`src/rtl/voq_pkg.sv`:
```
package voq_pkg;
  // strobes from the control half to the storage half, one slot at a time
  typedef struct packed {
    logic enqEn;   // write the incoming cell into the selected queue
    logic deqEn;   // pop the head of the selected queue onto the output
  } voqStrobes_t;
endpackage

```
`src/rtl/voq_ctrl.sv`:
```
module voq_ctrl #(
  parameter int NUM_PORTS = 4,
  parameter int DEPTH     = 4,
  parameter int BUF_ID    = 1,
  localparam int QIDX_W   = $clog2(NUM_PORTS),
  localparam int PORT_W   = $clog2(NUM_PORTS + 1),
  localparam int CNT_W    = $clog2(DEPTH + 1)
) (
  input  logic                                 clk,
  input  logic                                 rstN,
  input  logic                                 inValid,
  input  logic [PORT_W-1:0]                    inDest,
  input  logic [NUM_PORTS-1:0][CNT_W-1:0]      levelQ,
  output voq_pkg::voqStrobes_t                 strb,
  output logic [QIDX_W-1:0]                    enqIdx,
  output logic [QIDX_W-1:0]                    deqIdx,
  output logic [QIDX_W-1:0]                    slotCnt,
  output logic [NUM_PORTS-1:0]                 overflowFlag
);
  localparam int BASE = BUF_ID % NUM_PORTS;

  logic             destOk;
  logic             destFull;
  logic [QIDX_W:0]  rotSum;

  // 1-based port on the wire, 0-based queue inside
  assign destOk = (inDest != '0) && (inDest <= PORT_W'(NUM_PORTS));
  assign enqIdx = QIDX_W'(inDest - PORT_W'(1));
  assign destFull = destOk && (levelQ[enqIdx] == CNT_W'(DEPTH));

  // fixed rotation: slot t serves queue (BUF_ID + t) mod N
  assign rotSum = (QIDX_W+1)'(BASE) + {1'b0, slotCnt};
  assign deqIdx = (rotSum >= (QIDX_W+1)'(NUM_PORTS))
                  ? QIDX_W'(rotSum - (QIDX_W+1)'(NUM_PORTS))
                  : QIDX_W'(rotSum);

  always_comb begin
    strb.enqEn = inValid && destOk && !destFull;
    strb.deqEn = (levelQ[deqIdx] != '0);
  end

  always_ff @(posedge clk) begin
    if (!rstN) begin
      slotCnt      <= '0;
      overflowFlag <= '0;
    end else begin
      slotCnt <= (slotCnt == QIDX_W'(NUM_PORTS - 1)) ? '0 : slotCnt + QIDX_W'(1);
      if (inValid && destFull) overflowFlag[enqIdx] <= 1'b1;
    end
  end

  assert_slot_wrap_R4: assert property (@(posedge clk) disable iff (!rstN)
    (slotCnt == QIDX_W'(NUM_PORTS - 1)) |=> (slotCnt == '0));
  assert_slot_step_R4: assert property (@(posedge clk) disable iff (!rstN)
    (slotCnt != QIDX_W'(NUM_PORTS - 1)) |=> (slotCnt == $past(slotCnt) + QIDX_W'(1)));
  assert_flag_sticky_R3: assert property (@(posedge clk) disable iff (!rstN)
    1'b1 |=> ((overflowFlag & $past(overflowFlag)) == $past(overflowFlag)));
endmodule

```
`src/rtl/voq_store.sv`:
```
module voq_store #(
  parameter int NUM_PORTS = 4,
  parameter int DEPTH     = 4,
  parameter int DATA_W    = 8,
  localparam int QIDX_W   = $clog2(NUM_PORTS),
  localparam int PORT_W   = $clog2(NUM_PORTS + 1),
  localparam int CNT_W    = $clog2(DEPTH + 1),
  localparam int PTR_W    = (DEPTH > 1) ? $clog2(DEPTH) : 1
) (
  input  logic                            clk,
  input  logic                            rstN,
  input  voq_pkg::voqStrobes_t            strb,
  input  logic [QIDX_W-1:0]               enqIdx,
  input  logic [QIDX_W-1:0]               deqIdx,
  input  logic [DATA_W-1:0]               wrData,
  output logic [NUM_PORTS-1:0][CNT_W-1:0] levelQ,
  output logic                            outValid,
  output logic [DATA_W-1:0]               outData,
  output logic [PORT_W-1:0]               outDest
);
  logic [DATA_W-1:0] mem [NUM_PORTS][DEPTH];
  logic [PTR_W-1:0]  wrPtr [NUM_PORTS];
  logic [PTR_W-1:0]  rdPtr [NUM_PORTS];

  for (genvar k = 0; k < NUM_PORTS; k++) begin : g_queue
    logic pushK, popK;
    assign pushK = strb.enqEn && (enqIdx == QIDX_W'(k));
    assign popK  = strb.deqEn && (deqIdx == QIDX_W'(k));

    always_ff @(posedge clk) begin
      if (!rstN) begin
        levelQ[k] <= '0;
        wrPtr[k]  <= '0;
        rdPtr[k]  <= '0;
      end else begin
        levelQ[k] <= levelQ[k] + CNT_W'(pushK) - CNT_W'(popK);
        if (pushK) wrPtr[k] <= (wrPtr[k] == PTR_W'(DEPTH - 1)) ? '0 : wrPtr[k] + PTR_W'(1);
        if (popK)  rdPtr[k] <= (rdPtr[k] == PTR_W'(DEPTH - 1)) ? '0 : rdPtr[k] + PTR_W'(1);
      end
    end

    always_ff @(posedge clk) begin
      if (pushK) mem[k][wrPtr[k]] <= wrData;
    end

    assert_level_bound_R3: assert property (@(posedge clk) disable iff (!rstN)
      levelQ[k] <= CNT_W'(DEPTH));
    assert_same_slot_R8: assert property (@(posedge clk) disable iff (!rstN)
      (pushK && popK) |=> $stable(levelQ[k]));
  end

  always_ff @(posedge clk) begin
    if (!rstN) begin
      outValid <= 1'b0;
      outData  <= '0;
      outDest  <= '0;
    end else begin
      outValid <= strb.deqEn;
      if (strb.deqEn) begin
        outData <= mem[deqIdx][rdPtr[deqIdx]];
        outDest <= PORT_W'(deqIdx) + PORT_W'(1);
      end
    end
  end

  assert_no_pop_empty_R6: assert property (@(posedge clk) disable iff (!rstN)
    strb.deqEn |-> (levelQ[deqIdx] != '0));
  assert_idle_slot_R6: assert property (@(posedge clk) disable iff (!rstN)
    !strb.deqEn |=> !outValid);
endmodule

```
`src/rtl/voq_buffer.sv`:
```
module voq_buffer #(
  parameter int NUM_PORTS = 4,
  parameter int DEPTH     = 4,
  parameter int DATA_W    = 8,
  parameter int BUF_ID    = 1,
  localparam int QIDX_W   = $clog2(NUM_PORTS),
  localparam int PORT_W   = $clog2(NUM_PORTS + 1),
  localparam int CNT_W    = $clog2(DEPTH + 1)
) (
  input  logic                         clk,
  input  logic                         rstN,
  input  logic                         inValid,
  input  logic [DATA_W-1:0]            inData,
  input  logic [PORT_W-1:0]            inDest,
  output logic                         outValid,
  output logic [DATA_W-1:0]            outData,
  output logic [PORT_W-1:0]            outDest,
  output logic [QIDX_W-1:0]            slotNow,
  output logic [NUM_PORTS*CNT_W-1:0]   queueLevel,
  output logic [NUM_PORTS-1:0]         overflowFlag
);
  voq_pkg::voqStrobes_t             strb;
  logic [QIDX_W-1:0]                enqIdx, deqIdx;
  logic [NUM_PORTS-1:0][CNT_W-1:0]  levelQ;

  voq_ctrl #(.NUM_PORTS(NUM_PORTS), .DEPTH(DEPTH), .BUF_ID(BUF_ID)) u_ctrl (
    .clk(clk), .rstN(rstN), .inValid(inValid), .inDest(inDest),
    .levelQ(levelQ), .strb(strb), .enqIdx(enqIdx), .deqIdx(deqIdx),
    .slotCnt(slotNow), .overflowFlag(overflowFlag));

  voq_store #(.NUM_PORTS(NUM_PORTS), .DEPTH(DEPTH), .DATA_W(DATA_W)) u_store (
    .clk(clk), .rstN(rstN), .strb(strb), .enqIdx(enqIdx), .deqIdx(deqIdx),
    .wrData(inData), .levelQ(levelQ), .outValid(outValid),
    .outData(outData), .outDest(outDest));

  assign queueLevel = levelQ;
endmodule

```
`config.mk`:
```
export PLATFORM = sky130hd
export DESIGN_NAME = voq_buffer
export DESIGN_NICKNAME = d
export VERILOG_FILES = /design/src/rtl/voq_pkg.sv /design/src/rtl/voq_ctrl.sv /design/src/rtl/voq_store.sv /design/src/rtl/voq_buffer.sv
export SDC_FILE = /design/constraint.sdc
export NUM_CORES = 1
export LEC_CHECK = 0
export BUFFER_PORTS_ARGS = -buffer_cell sky130_fd_sc_hd__clkbuf_2
export CAP_MARGIN = 20
export CORE_MARGIN = 2
export CORE_UTILIZATION = 25
export CTS_CLUSTER_DIAMETER = 150
export DETAILED_ROUTE_END_ITERATION = 8
export HOLD_SLACK_MARGIN = 0.03
export PLACE_DENSITY = 0.47
export SLEW_MARGIN = 20
export SYNTH_ARGS = -nofsm -noshare
export SYNTH_HDL_FRONTEND = slang
export SYNTH_SLANG_ARGS = --single-unit
```
`constraint.sdc`:
```
create_clock -name clk -period 5 [get_ports clk]
set_input_delay 1 -clock clk [delete_from_list [all_inputs] [get_ports clk]]
set_output_delay 1 -clock clk [all_outputs]
set_load 0.1 [all_outputs]
```
# Word level (Yosys, flattened, before mapping)
# Memory sizes are Yosys's and may differ from the RTL's.
# Cells that the tools add are included.
# word_totals
ff_bits	30
mem_bits_rw	144
in_bits	14
out_inout_bits	30
elab_cells	177
mem_count	3
# mem_list
memory	depth	width	read_ports	rd_clocked_by_memory_dff	wr	line	text
u_store.mem	4	32	1	0	1	voq_store.sv:21	logic [DATA_W-1:0] mem [NUM_PORTS][DEPTH];
u_store.rdPtr	4	2	5	0	4	voq_store.sv:23	logic [PTR_W-1:0] rdPtr [NUM_PORTS];
u_store.wrPtr	4	2	4	0	4	voq_store.sv:22	logic [PTR_W-1:0] wrPtr [NUM_PORTS];
# classes
addsub	21
magnitude_cmp	14
eq_ne	16
muxes	72
bitwise_logic	15
reduce_logical	27
# ops
operator	count
2-to-1 mux 32 bit	10
OR reduction 32 bit	3
demux 8 bit (select 2 bit)	4
2-to-1 mux 8 bit	6
2-to-1 mux 2 bit	20
== test 2 bit, second input constant	13
2-to-1 mux 1 bit	26
adder 2 x 1 -> 2 bit, second input constant	9
>= comparator 3 bit, second input constant	6
logical AND 1 bit	18
binary-select mux 8 bit (select 2 bit)	1
inverter 2 -> 3 bit	5
adder 3 x 1 -> 3 bit	4
binary-select mux 3 bit (select 2 bit)	2
less-than comparator 3 x 1 -> 1 bit, second input constant	4
subtractor 3 x 1 -> 3 bit	4
OR 1 bit	8
less-than comparator 2 x 3 -> 1 bit, second input constant	2
2-to-1 mux 3 bit	2
nonzero test 3 bit	2
== test 2 x 1 -> 1 bit, second input constant	2
logical NOT 2 bit	2
OR 4 bit	1
subtractor 2 x 1 -> 2 bit, second input constant	2
other kinds (9)	9

# Logic depth before layout (Yosys ltp)
# Gate-level depths: netlist (run 1).
# depth
word_depth	14
depth_mapped	17
mapped_depth_nobuf	14

# By module
# From an unflattened synthesis (run 1), not the netlist that was laid out.
# unflattened
hier_cells	433
hier_area_um2	7447.1
# by_module_without_submodules
mod	n_inst	cells_each	area_each_um2	seq_area_each_um2
voq_store	1	388	7055.5	4804.6
voq_ctrl	1	45	391.6	120.1

# Worst setup path after synthesis (run 1)
# Ideal clock, no wire load.
# synth_path
kind	reg2reg
from	register u_ctrl.slotCnt[0]
to	register u_store.levelQ[2] (netlist bit)
setup_time_ns	0.115
t_arrival_ns	4.504
t_required_ns	4.885
path_slack_ns	0.381
path_stages_with_launch	18
path_buffers	3
period_less_slack_ns	4.619
path_cell_list	dfxtp_1 > buf_4 > buf_2 > inv_1 > ha_1 > buf_4 > nor4_1 > nor3_4 > nor2_1 > nor2_1 > ha_1 > inv_1 > ha_1 > inv_1 > fa_1 > xnor2_1 > xnor2_1 > and2_1
# synth_via
elab_chain_cells	8
elab_cells_between_ends	10
cone_classes	add/sub (3); order compare (1); mux (3); reduce/logical (3)
# synth_lines
element	line	text
start, declared	voq_ctrl.sv:17	output logic [QIDX_W-1:0] slotCnt,
start signal, assigned	voq_ctrl.sv:47	slotCnt <= (slotCnt == QIDX_W'(NUM_PORTS - 1)) ? '0 : slotCnt + QIDX_W'(1);
adder 1 x 2 -> 3 bit (*)	voq_ctrl.sv:32	assign rotSum = (QIDX_W+1)'(BASE) + {1'b0, slotCnt};
>= comparator 3 bit / subtractor 2 x 1 -> 2 bit (equally long branches)	voq_ctrl.sv:33, voq_ctrl.sv:34	
2-to-1 mux 2 bit (*)	voq_ctrl.sv:34	? QIDX_W'(rotSum - (QIDX_W+1)'(NUM_PORTS))
net deqIdx[0]	voq_buffer.sv:23	logic [QIDX_W-1:0] enqIdx, deqIdx;
binary-select mux 3 bit (select 2 bit)	voq_ctrl.sv:39	strb.deqEn = (levelQ[deqIdx] != '0);
2-to-1 mux 3 bit (implied by the code)	voq_ctrl.sv:39	
nonzero test 3 bit	voq_ctrl.sv:39	
logical AND 1 bit (*)	voq_store.sv:28	assign popK = strb.deqEn && (deqIdx == QIDX_W'(k));
subtractor 3 x 1 -> 3 bit (*)	voq_store.sv:36	levelQ[k] <= levelQ[k] + CNT_W'(pushK) - CNT_W'(popK);
end signal, assigned by index	voq_store.sv:36	
end, declared	voq_store.sv:16	output logic [NUM_PORTS-1:0][CNT_W-1:0] levelQ,
# Mark *: on every way through the listed nets, which the timed path passes. The rest lies on a longest branch. The select of a mux whose other input is x is not followed.
# A chain may end at the register's enable or synchronous reset.

# Worst setup path after layout (run 1)
# layout_path
from	register u_ctrl.slotCnt[1]
to	register u_store.levelQ[2] (netlist bit)
# Same word-level chain as after synthesis.

==> impl_metrics.json, run 1 <==
{
  "cts_tree": "done",
  "dpl.hpwl_microns": 10840,
  "drc": 0,
  "die_y_microns": 178.2,
  "startpoint_type": "flip-flop",
  "layout-drive-gt1-share": 0.2551,
  "leakage_nw": 3.069,
  "final_util": 0.2957,
  "ant_nets": 0,
  "grt.overflow.total": 0,
  "wl_per_cell_microns": 18.46,
  "cp_data_arrival_time_ns": 3.81,
  "status": "complete, no violations",
  "io_pins": 44,
  "min-delay-start": "u_store.outDest[2]",
  "crit_chain": "inv_1 -> ha_1 -> or4_1 -> and3_1 -> nor2_1 -> nor2_1 -> ha_1 -> inv_1 -> ha_1 -> inv_1 -> fa_1 -> xnor2_1 -> xnor2_1 -> and2_1",
  "met2_usage": 0.1898,
  "drv_cap": 0,
  "p_int_mw": 2.711,
  "worst-endpoint-required_ns": 5.31,
  "grt.busiest_layer": "met2",
  "postCtsHoldBufs": 0,
  "postLayoutCellArea_sq_mm": 0.008811,
  "fin_crit_sh": 0.6997,
  "antenna_found_initial": 0,
  "start_util": 0.2546,
  "power_density_mw_per_mm2": 489.4,
  "cts-root-buf": "clkbuf_16",
  "cts_htree_levels": 4,
  "clock_latency_ns": 0.43,
  "async_reset_ff_frac": 0,
  "worst_ir_drop_vdd_uv": 188.1,
  "syn-cell-area_sq_mm": 0.007585,
  "crit_path_end_kind": "flip-flop",
  "post_dp_cell_area_sq_mm": 0.008214,
  "tns_ns": 0,
  "critPathKind": "reg2reg",
  "crit_start": "u_ctrl.slotCnt[1]",
  "p_clk_frac": 0.307,
  "place.gp.congestion": 0.7411,
  "final_nets": 534,
  "grt_max_degree": 44,
  "place_ws_ns": 1.491,
  "pwr-share-seq": 0.405,
  "sw_frac_of_total": 0.3714,
  "wl_microns": 16320,
  "synth-edff-count": 144,
  "clock.fmax_ghz": 0.2859,
  "multi_input_area_sq_mm": 0.002472,
  "cts.sinks": 174,
  "maxSlewHeadroom": 0.4167,
  "synth-seq-cells": 174,
  "finalHoldViolCount": 0,
  "grtUsageMet1": 0.1353,
  "drtIter0Drc": 254,
  "area_growth_pct": 16.17,
  "power.total_mw": 4.312,
  "combPwrFrac": 0.287,
  "ff_latch_area_sq_mm": 0.004926,
  "die_area_sq_mm": 0.03175,
  "synth_warnings": 0,
  "cts_resized": 0,
  "slowest_stage": "or4_1",
  "synth_ff_type": "edfxtp_1",
  "firstDrtPassIters": 5,
  "setup_ws_ns": 1.502,
  "grt_pass1_vias": 4144,
  "slowest_delay_ns": 0.54,
  "hp-class": "reg2reg",
  "synth.distinct_cells": 43,
  "syn_avg_cell_area_sq_um": 17.52,
  "die_w_microns": 178.2,
  "grt_use_met3": 0.02153,
  "track_usage": 0.1093,
  "grt_pass1_wl_microns": 25010,
  "syn_nets": 486,
  "cts_setup_buffers": 0,
  "path_clk_slew_ns": 0.07,
  "num_rows": 63,
  "synth_cells": 433,
  "fp.coreArea_sq_mm": 0.02980,
  "rsz0062_at_grt": "no",
  "cts_buffer_depth": 2,
  "switching_power_mw": 1.602,
  "setup_viol": 0,
  "yosysSeqAreaShare": 0.6493,
  "worstMarginPinSlew_ns": 0.8750,
  "n_fill_cell": 2958,
  "port_buffers": 43,
  "cts_buffers": 17,
  "reg2reg_from": "u_ctrl.slotCnt[1]",
  "crit_fanout": 8,
  "via_per_inst": 4.300,
  "vias": 3801,
  "final_max_slew_viol_count": 0,
  "period_needed_ns": 3.498,
  "cpLargestDelayFamily": "simple AND/OR/NAND/NOR gates",
  "critPathBufInv": 3,
  "antenna_cells_inserted": 0,
  "worst_clock_skew_ns": 0.01298
}
Yosys cell counts (all sizes together) (6+ instances only):
cell type / number / area, sq um
ha: 35 / 437.9
mux4: 35 / 788.3
nand4: 8 / 50.05
nor2b: 7 / 43.79
nor4b: 7 / 61.31
and4b: 6 / 60.06
nor3b: 10 / 131.4
clkbuf: 7 / 26.28
mux2i: 16 / 160.2
xnor2: 11 / 96.34
inv: 26 / 97.60
o21ai: 7 / 65.06
edfxtp: 144 / 4324
o221ai: 8 / 70.07
and2: 28 / 175.2
buf: 9 / 63.81
dfxtp: 30 / 600.6
per-layer routing:
metal / share of wire / routed length (microns)
met5: 0 / 0
met4: 0.017 / 272
met3: 0.027 / 433
met2: 0.51 / 8376
met1: 0.44 / 7234
flip-flops by register name, indices dropped and copies added (netlist names):
signal               flops
u_ctrl.overflowFlag      4
u_ctrl.slotCnt           2
u_store.levelQ          12
u_store.mem            128
u_store.outData          8
u_store.outDest          3
u_store.outValid         1
u_store.rdPtr            8
u_store.wrPtr            8
worst register-to-register path: stages (launching register included):
cell     delay (ns)
dfxtp_1        0.40
inv_1          0.08
ha_1           0.34
or4_1          0.54
and3_1         0.34
nor2_1         0.26
nor2_1         0.10
ha_1           0.29
inv_1          0.06
ha_1           0.13
inv_1          0.05
fa_1           0.37
xnor2_1        0.15
xnor2_1        0.12
and2_1         0.15
kinds of logic (layout without fill, tap and decap cells):
group / after synthesis / in the layout / share of synthesized area
AOI/OAI and AO/OA: 23 / 23 / 0.02689
xor gates and xnor gates: 11 / 11 / 0.01270
adders and majority gates: 39 / 39 / 0.06829
buffers and inverters: 42 / 103 / 0.02475
DFF: 174 / 174 / 0.6493
muxes: 51 / 51 / 0.1250
and+or+nand+nor: 93 / 93 / 0.09304
metrics by stage:
step	hold slack, ns	std cells
after floorplan	0.5628	433
after global placement	0.4626	852
after detailed placement	0.4713	852
after CTS	0.4864	884
after global routing	0.5150	884
final	0.4927	884
final timing paths:
path	to	depth (start not counted)	slack, ns
worst min-delay path	u_store.outDest[2]	2	0.49
worst max register to register	u_store.levelQ[2]	14	1.50
worst max-delay path	u_store.levelQ[2]	14	1.50
worst min register to register	u_store.outDest[2]	2	0.49
cells in the final DEF, fill, tap and decap left out, types with 6 or more instances in the layout:
cell type,instances
nor4b_1,7
dfxtp_1,29
inv_1,24
edfxtp_1,144
and2_1,28
mux2i_1,16
nand4_1,8
ha_1,35
clkbuf_2,43
xnor2_1,11
clkbuf_16,17
and4b_1,6
mux4_2,35
o221ai_1,8
nor2b_1,7
final cells by class:
cell class	instances	share of cell area
Clock buffer	18	0.04871
Clock inverter	14	0.01903
Inverter	26	0.01108
Multi-Input combinational cell	217	0.2806
Sequential cell	174	0.5591
Tap cell	390	0.05538
Timing Repair Buffer	45	0.02613
power groups by stage:
| stage | combinational (mW) | sequential, mW | clock, mW |
|---|---|---|---|
| after detailed placement | 1.26 | 1.78 | 0 |
| after global placement | 1.23 | 1.78 | 0 |
| after global routing | 1.33 | 1.76 | 1.42 |
| after CTS | 1.26 | 1.75 | 1.36 |
| final | 1.24 | 1.75 | 1.32 |
| after floorplan | 0.528 | 2.25 | 0 |
Power figures use the tool's default switching activity.
==> inputs of run 2 (changes only) <==
- ABC_AREA: not set -> 1
- PLACE_DENSITY: 0.47 -> 0.49
- clock period: 5 -> 3.1 ns (I/O delays scaled with it)
==> run 2 against run 1 <==
Combinational power rose by 78%; power rose by 64%; count of clock-buffer cells in the layout fell by 1; critical path type unchanged; largest cell class unchanged; highest routed layer unchanged.
==> impl_metrics.json, run 2 <==
{
  "status": "complete, no violations",
  "switching_power_mw": 2.879,
  "grt.overflow.total": 0,
  "critPathCapture": "u_store.levelQ[11]",
  "die_y_microns": 186.4,
  "reg2reg_from": "u_ctrl.slotCnt[0]",
  "vias": 5598,
  "clock_latency_ns": 0.43,
  "port_buffers": 43,
  "syn_avg_cell_area_sq_um": 9.298,
  "period_needed_ns": 2.547,
  "cts_buffers": 17,
  "synth_most_common_cell": "nand2_1",
  "die_area_sq_mm": 0.03476,
  "ant_nets": 0,
  "place.gp.congestion": 0.8277,
  "wl_per_cell_microns": 14.16,
  "largest_reg_flops": 128,
  "drv_cap": 0,
  "r2r-end": "u_store.levelQ[11]",
  "synth_cells": 895,
  "synth.distinct_cells": 25,
  "die_w_microns": 186.4,
  "rsz0062_at_grt": "no",
  "worstMarginPinSlew_ns": 0.8171,
  "syn_nets": 948,
  "grt_pass1_wl_microns": 32040,
  "cts_tree": "done",
  "path_clk_slew_ns": 0.07,
  "cts_htree_levels": 4,
  "power_density_mw_per_mm2": 737.0,
  "maxSlewHeadroom": 0.4553,
  "cts_setup_buffers": 0,
  "ff_latch_area_sq_mm": 0.004930,
  "worst_ir_drop_vdd_uv": 624.1,
  "synth-seq-cells": 174,
  "worstHoldPathCells": 2,
  "n_fill_cell": 3435,
  "io_pins": 44,
  "multi_input_area_sq_mm": 0.002452,
  "cts-root-buf": "clkbuf_16",
  "ys_top_cells_by_area": "edfxtp_1 52%, nand2_1 12%, inv_1 8.7%",
  "dpl.hpwl_microns": 13250,
  "cts.sinks": 174,
  "yosys.area.top_type": "edfxtp_1",
  "crit_path_end_kind": "flip-flop",
  "track_usage": 0.1193,
  "final_nets": 1002,
  "r2r_slack_ns": 0.55,
  "synth_warnings": 0,
  "rr_worst_depth": 13,
  "syn-cell-area_sq_mm": 0.008322,
  "worst_clock_skew_ns": 0.009345,
  "synth_common_cells": "259 x nand2_1, 192 x inv_1, 144 x edfxtp_1",
  "cts_buffer_depth": 2,
  "pwr-share-seq": 0.401,
  "finalHoldViolCount": 0,
  "start_util": 0.2551,
  "final_cell_mix": "259 x nand2_1, 192 x inv_1, 144 x edfxtp_1, 103 x nand3_1, 54 x nor2_1",
  "async_reset_ff_frac": 0,
  "startpoint_type": "flip-flop",
  "postCtsHoldBufs": 0,
  "yosysSeqAreaShare": 0.5918,
  "setup_ws_ns": 0.5525,
  "synth-edff-count": 144,
  "synth_ff_type": "edfxtp_1",
  "leakage_nw": 4.439,
  "wl_microns": 19880,
  "area_growth_pct": 15.56,
  "fin_crit_sh": 0.8218,
  "via_per_inst": 3.987,
  "grt_pass1_vias": 5524,
  "antenna_cells_inserted": 0,
  "num_rows": 66,
  "clock.fmax_ghz": 0.3925,
  "hp-class": "reg2reg",
  "drc": 0,
  "layout-drive-gt1-share": 0.1123,
  "sw_frac_of_total": 0.4061,
  "place_ws_ns": 0.2686,
  "setup_viol": 0,
  "fp.coreArea_sq_mm": 0.03262,
  "cts_resized": 0,
  "grt_max_degree": 72,
  "antenna_found_initial": 0,
  "p_clk_frac": 0.288,
  "p_int_mw": 4.209,
  "drtIter0Drc": 407,
  "layout_commonest_cell": "nand2_1",
  "critPathKind": "reg2reg",
  "final_max_slew_viol_count": 0,
  "crit_fanout": 22,
  "firstDrtPassIters": 5,
  "worst-endpoint-required_ns": 3.40,
  "combPwrFrac": 0.312,
  "crit_start": "u_ctrl.slotCnt[0]",
  "cp_data_arrival_time_ns": 2.85,
  "tns_ns": 0,
  "post-synth-top-area-fraction": 0.5196
}
-- run 2: cell types whose count changed after synthesis, moves of 10 or more --
cell     delta
o21ai_0    +12
buf_2      +14
nand2_1   +256
inv_1     +168
mux2i_1    -16
nand3_1   +101
nor2_1     +50
mux4_2     -35
and2_1     -27
xnor2_1    -10
-- run 2: metrics by stage --
stage	power, mW	utilization	cell area (sq um)	cells	hold slack, ns
detailed placement	5.123	0.2778	9062	1372	0.4418
CTS	7.167	0.2948	9617	1404	0.4521
finish	7.088	0.2948	9617	1404	0.4488
floorplan	4.609	-	8327	895	0.5583
global placement	5.123	0.2778	9062	1372	0.4416
global route	7.468	0.2948	9617	1404	0.4708
-- run 2: critical path, cell delays in order (launching register included) --
cell,delay [ns]
dfxtp_4,0.40
inv_6,0.09
ha_1,0.37
inv_4,0.07
nand3_1,0.08
nand2_2,0.10
buf_4,0.25
nand2_1,0.14
nand2_1,0.08
nand2_1,0.05
ha_1,0.19
fa_1,0.37
xor2_1,0.16
nor2_1,0.05
-- run 2: power groups by stage --
| stage | sequential [mW] | clock, mW | combinational, mW |
|---|---|---|---|
| 6_report | 2.84 | 2.04 | 2.21 |
| 5_1_grt | 2.86 | 2.18 | 2.43 |
| 4_1_cts | 2.84 | 2.09 | 2.23 |
| 3_5_place_dp | 2.90 | 0 | 2.23 |
| 3_3_place_gp | 2.90 | 0 | 2.22 |
| 2_1_floorplan | 3.66 | 0 | 0.952 |
-- run 2: cell families after synthesis --
| logic type | count (synthesis) | synth area share |
|---|---|---|
| xor+xnor | 8 | 0.008420 |
| flops | 174 | 0.5918 |
| buf+inv | 227 | 0.1135 |
| simple gates | 427 | 0.2120 |
| fa+ha+maj | 39 | 0.06225 |
| compound gates | 20 | 0.01203 |
-- run 2: area by class of cell --
class	count	area share
Multi-Input combinational cell	494	0.2550
Timing Repair Buffer	65	0.03955
Sequential cell	174	0.5126
Clock buffer	17	0.04424
Tap cell	442	0.05751
Inverter	197	0.07767
Clock inverter	15	0.01340
-- run 2: worst min path at each step --
stage	startpoint	slack, ns	end
global placement	u_ctrl.overflowFlag[2]	0.44	u_ctrl.overflowFlag[2]
floorplan	u_store.rdPtr[0][0]	0.56	u_store.rdPtr[0][0]
global route	u_ctrl.overflowFlag[0]	0.47	u_ctrl.overflowFlag[0]
CTS	u_ctrl.overflowFlag[0]	0.45	u_ctrl.overflowFlag[0]
finish	u_ctrl.overflowFlag[0]	0.45	u_ctrl.overflowFlag[0]
detailed placement	u_ctrl.overflowFlag[0]	0.44	u_ctrl.overflowFlag[0]
-- run 2: per-layer routing --
layer,global-route usage,share of wire,vias to the layer above
met4,0.03631,0.013,0
li1,-,-,2881
met2,0.1950,0.47,66
met3,0.01806,0.024,17
met5,0,0,-
met1,0.1631,0.49,2634
==> inputs of run 3 (changes only) <==
- ABC_AREA: 1 -> 0
- clock period: 3.1 -> 2.1 ns (I/O delays scaled with it)
==> run 3 against run 2 <==
The run now ends with setup timing left; critical path depth increased by 1; final area is 0.74% higher; sequential cell count is the same; utilization rose by 3.0 points; via count fell by 26%; die area fell by 8.7%.
==> impl_metrics.json, run 3 (synthesized netlist as in run 1, its figures left out) <==
{
  "worst_ir_drop_vdd_uv": 637.6,
  "num_rows": 63,
  "cts_tree": "done",
  "final_util": 0.3251,
  "area_growth_pct": 27.73,
  "grt_pass1_vias": 4484,
  "clock.fmax_ghz": 0.3532,
  "power_density_mw_per_mm2": 1140,
  "critPathCapture": "u_store.levelQ[2]",
  "antenna_cells_inserted": 0,
  "final_cell_mix": "144 x edfxtp_1, 46 x buf_4, 42 x clkbuf_2, 35 x mux4_2, 31 x ha_1",
  "layout-drive-gt1-share": 0.4531,
  "ant_nets": 0,
  "die_w_microns": 178.2,
  "fin_crit_sh": 1.348,
  "largest_reg_flops": 128,
  "cts_buffer_depth": 2,
  "cts.sinks": 174,
  "dpl.hpwl_microns": 11400,
  "n_fill_cell": 2889,
  "path_clk_slew_ns": 0.08,
  "final_max_slew_viol_count": 0,
  "track_usage": 0.1141,
  "crit_start": "u_ctrl.slotCnt[1]",
  "worst-endpoint-required_ns": 2.43,
  "drv_cap": 0,
  "grt_max_degree": 36,
  "grt_pass1_wl_microns": 26630,
  "crit_path_end_kind": "flip-flop",
  "vias": 4115,
  "cts-root-buf": "clkbuf_16",
  "cp_data_arrival_time_ns": 3.16,
  "post_dp_cell_area_sq_mm": 0.008820,
  "min-delay-start": "inData[5]",
  "layout_commonest_cell": "edfxtp_1",
  "fp.coreArea_sq_mm": 0.02980,
  "leakage_nw": 3.494,
  "rsz0062_at_grt": "yes",
  "firstDrtPassIters": 4,
  "die_area_sq_mm": 0.03175,
  "cts_buffers": 17,
  "worstMarginPinSlew_ns": 0.5889,
  "antenna_found_initial": 0,
  "grt.overflow.total": 0,
  "hp-class": "in2reg",
  "rr_worst_depth": 14,
  "period_needed_ns": 2.831,
  "clock_latency_ns": 0.44,
  "die_y_microns": 178.2,
  "io_pins": 44,
  "r2r_slack_ns": -0.73,
  "port_buffers": 43,
  "maxSlewHeadroom": 0.6074,
  "status": "complete, but fails checks",
  "critPathKind": "reg2reg",
  "worst_clock_skew_ns": 0.01258,
  "reg2reg_from": "u_ctrl.slotCnt[1]",
  "start_util": 0.2546,
  "wl_microns": 16870,
  "r2r-end": "u_store.levelQ[2]",
  "crit_fanout": 4,
  "final_nets": 594,
  "drc": 0,
  "setup_ws_ns": -0.7312,
  "drtIter0Drc": 186,
  "startpoint_type": "flip-flop",
  "postLayoutCellArea_sq_mm": 0.009688,
  "multi_input_area_sq_mm": 0.002753,
  "wl_per_cell_microns": 17.87,
  "setup_viol": 163,
  "finalHoldViolCount": 0,
  "tns_ns": -27.80,
  "via_per_inst": 4.359,
  "cts_htree_levels": 4,
  "violations": "setup timing",
  "ff_latch_area_sq_mm": 0.004975,
  "power.total_mw": 11.04,
  "place.gp.congestion": 0.7355
}
run 3: per-layer routing:
layer	vias to the layer above	wire length (microns)	GRT usage	part of all wire
met1	2154	7489	0.1425	0.44
li1	1896	-	-	-
met5	-	0	0	0
met4	0	268	0.04404	0.016
met3	18	435	0.02067	0.026
met2	47	8675	0.1964	0.51
run 3: critical path, stage by stage, from the launching register on:
cell and delay [ns]:
dfxtp_2 0.34, inv_2 0.05, ha_4 0.27, or4b_4 0.46, and3_4 0.20, nor2_4 0.10
nor2_1 0.06, ha_1 0.28, inv_1 0.06, ha_1 0.13, inv_1 0.05, fa_2 0.35
xnor2_2 0.14, xnor2_1 0.11, and2_1 0.12
run 3: worst min-delay path by stage:
| stage | cells past startpoint | slack, ns | end |
|---|---|---|---|
| 3_5_place_dp | 2 | 0.48 | u_store.outDest[2] |
| 6_report | 1 | 0.42 | u_store.mem[3][5] |
| 2_1_floorplan | 0 | 0.52 | u_store.mem[0][0] |
| 3_3_place_gp | 2 | 0.48 | u_ctrl.overflowFlag[2] |
| 5_1_grt | 1 | 0.43 | u_store.mem[2][5] |
| 4_1_cts | 1 | 0.40 | u_store.mem[3][2] |
run 3: layout make-up:
cell class / count / area share
Sequential cell: 174 / 0.5135
Tap cell: 390 / 0.05037
Multi-Input combinational cell: 218 / 0.2841
Clock buffer: 17 / 0.04391
Inverter: 26 / 0.01033
Timing Repair Buffer: 104 / 0.08046
Clock inverter: 15 / 0.01731
run 3: repair_timing:
item	CTS	global route
cloned	1	0
pin swaps	21	18
gates resized for setup	26	16
setup buffers	10	7
hold buffers	0	0
setup endpoints to repair	173	177
run 3: stage by stage:
stage / setup WS [ns] / hold slack [ns] / cells
floorplan: -1.380 / 0.5189 / 433
global placement: -0.7264 / 0.4818 / 901
detailed placement: -0.7824 / 0.4778 / 901
CTS: -0.7359 / 0.4023 / 942
global route: -0.8572 / 0.4346 / 944
finish: -0.7312 / 0.4199 / 944
run 3: where the power goes:
part | switching (mW) | total [mW] | internal, mW
clock | 1.52 | 3.13 | 1.61
combinational | 2.42 | 3.73 | 1.31
sequential | 0.179 | 4.19 | 4.01
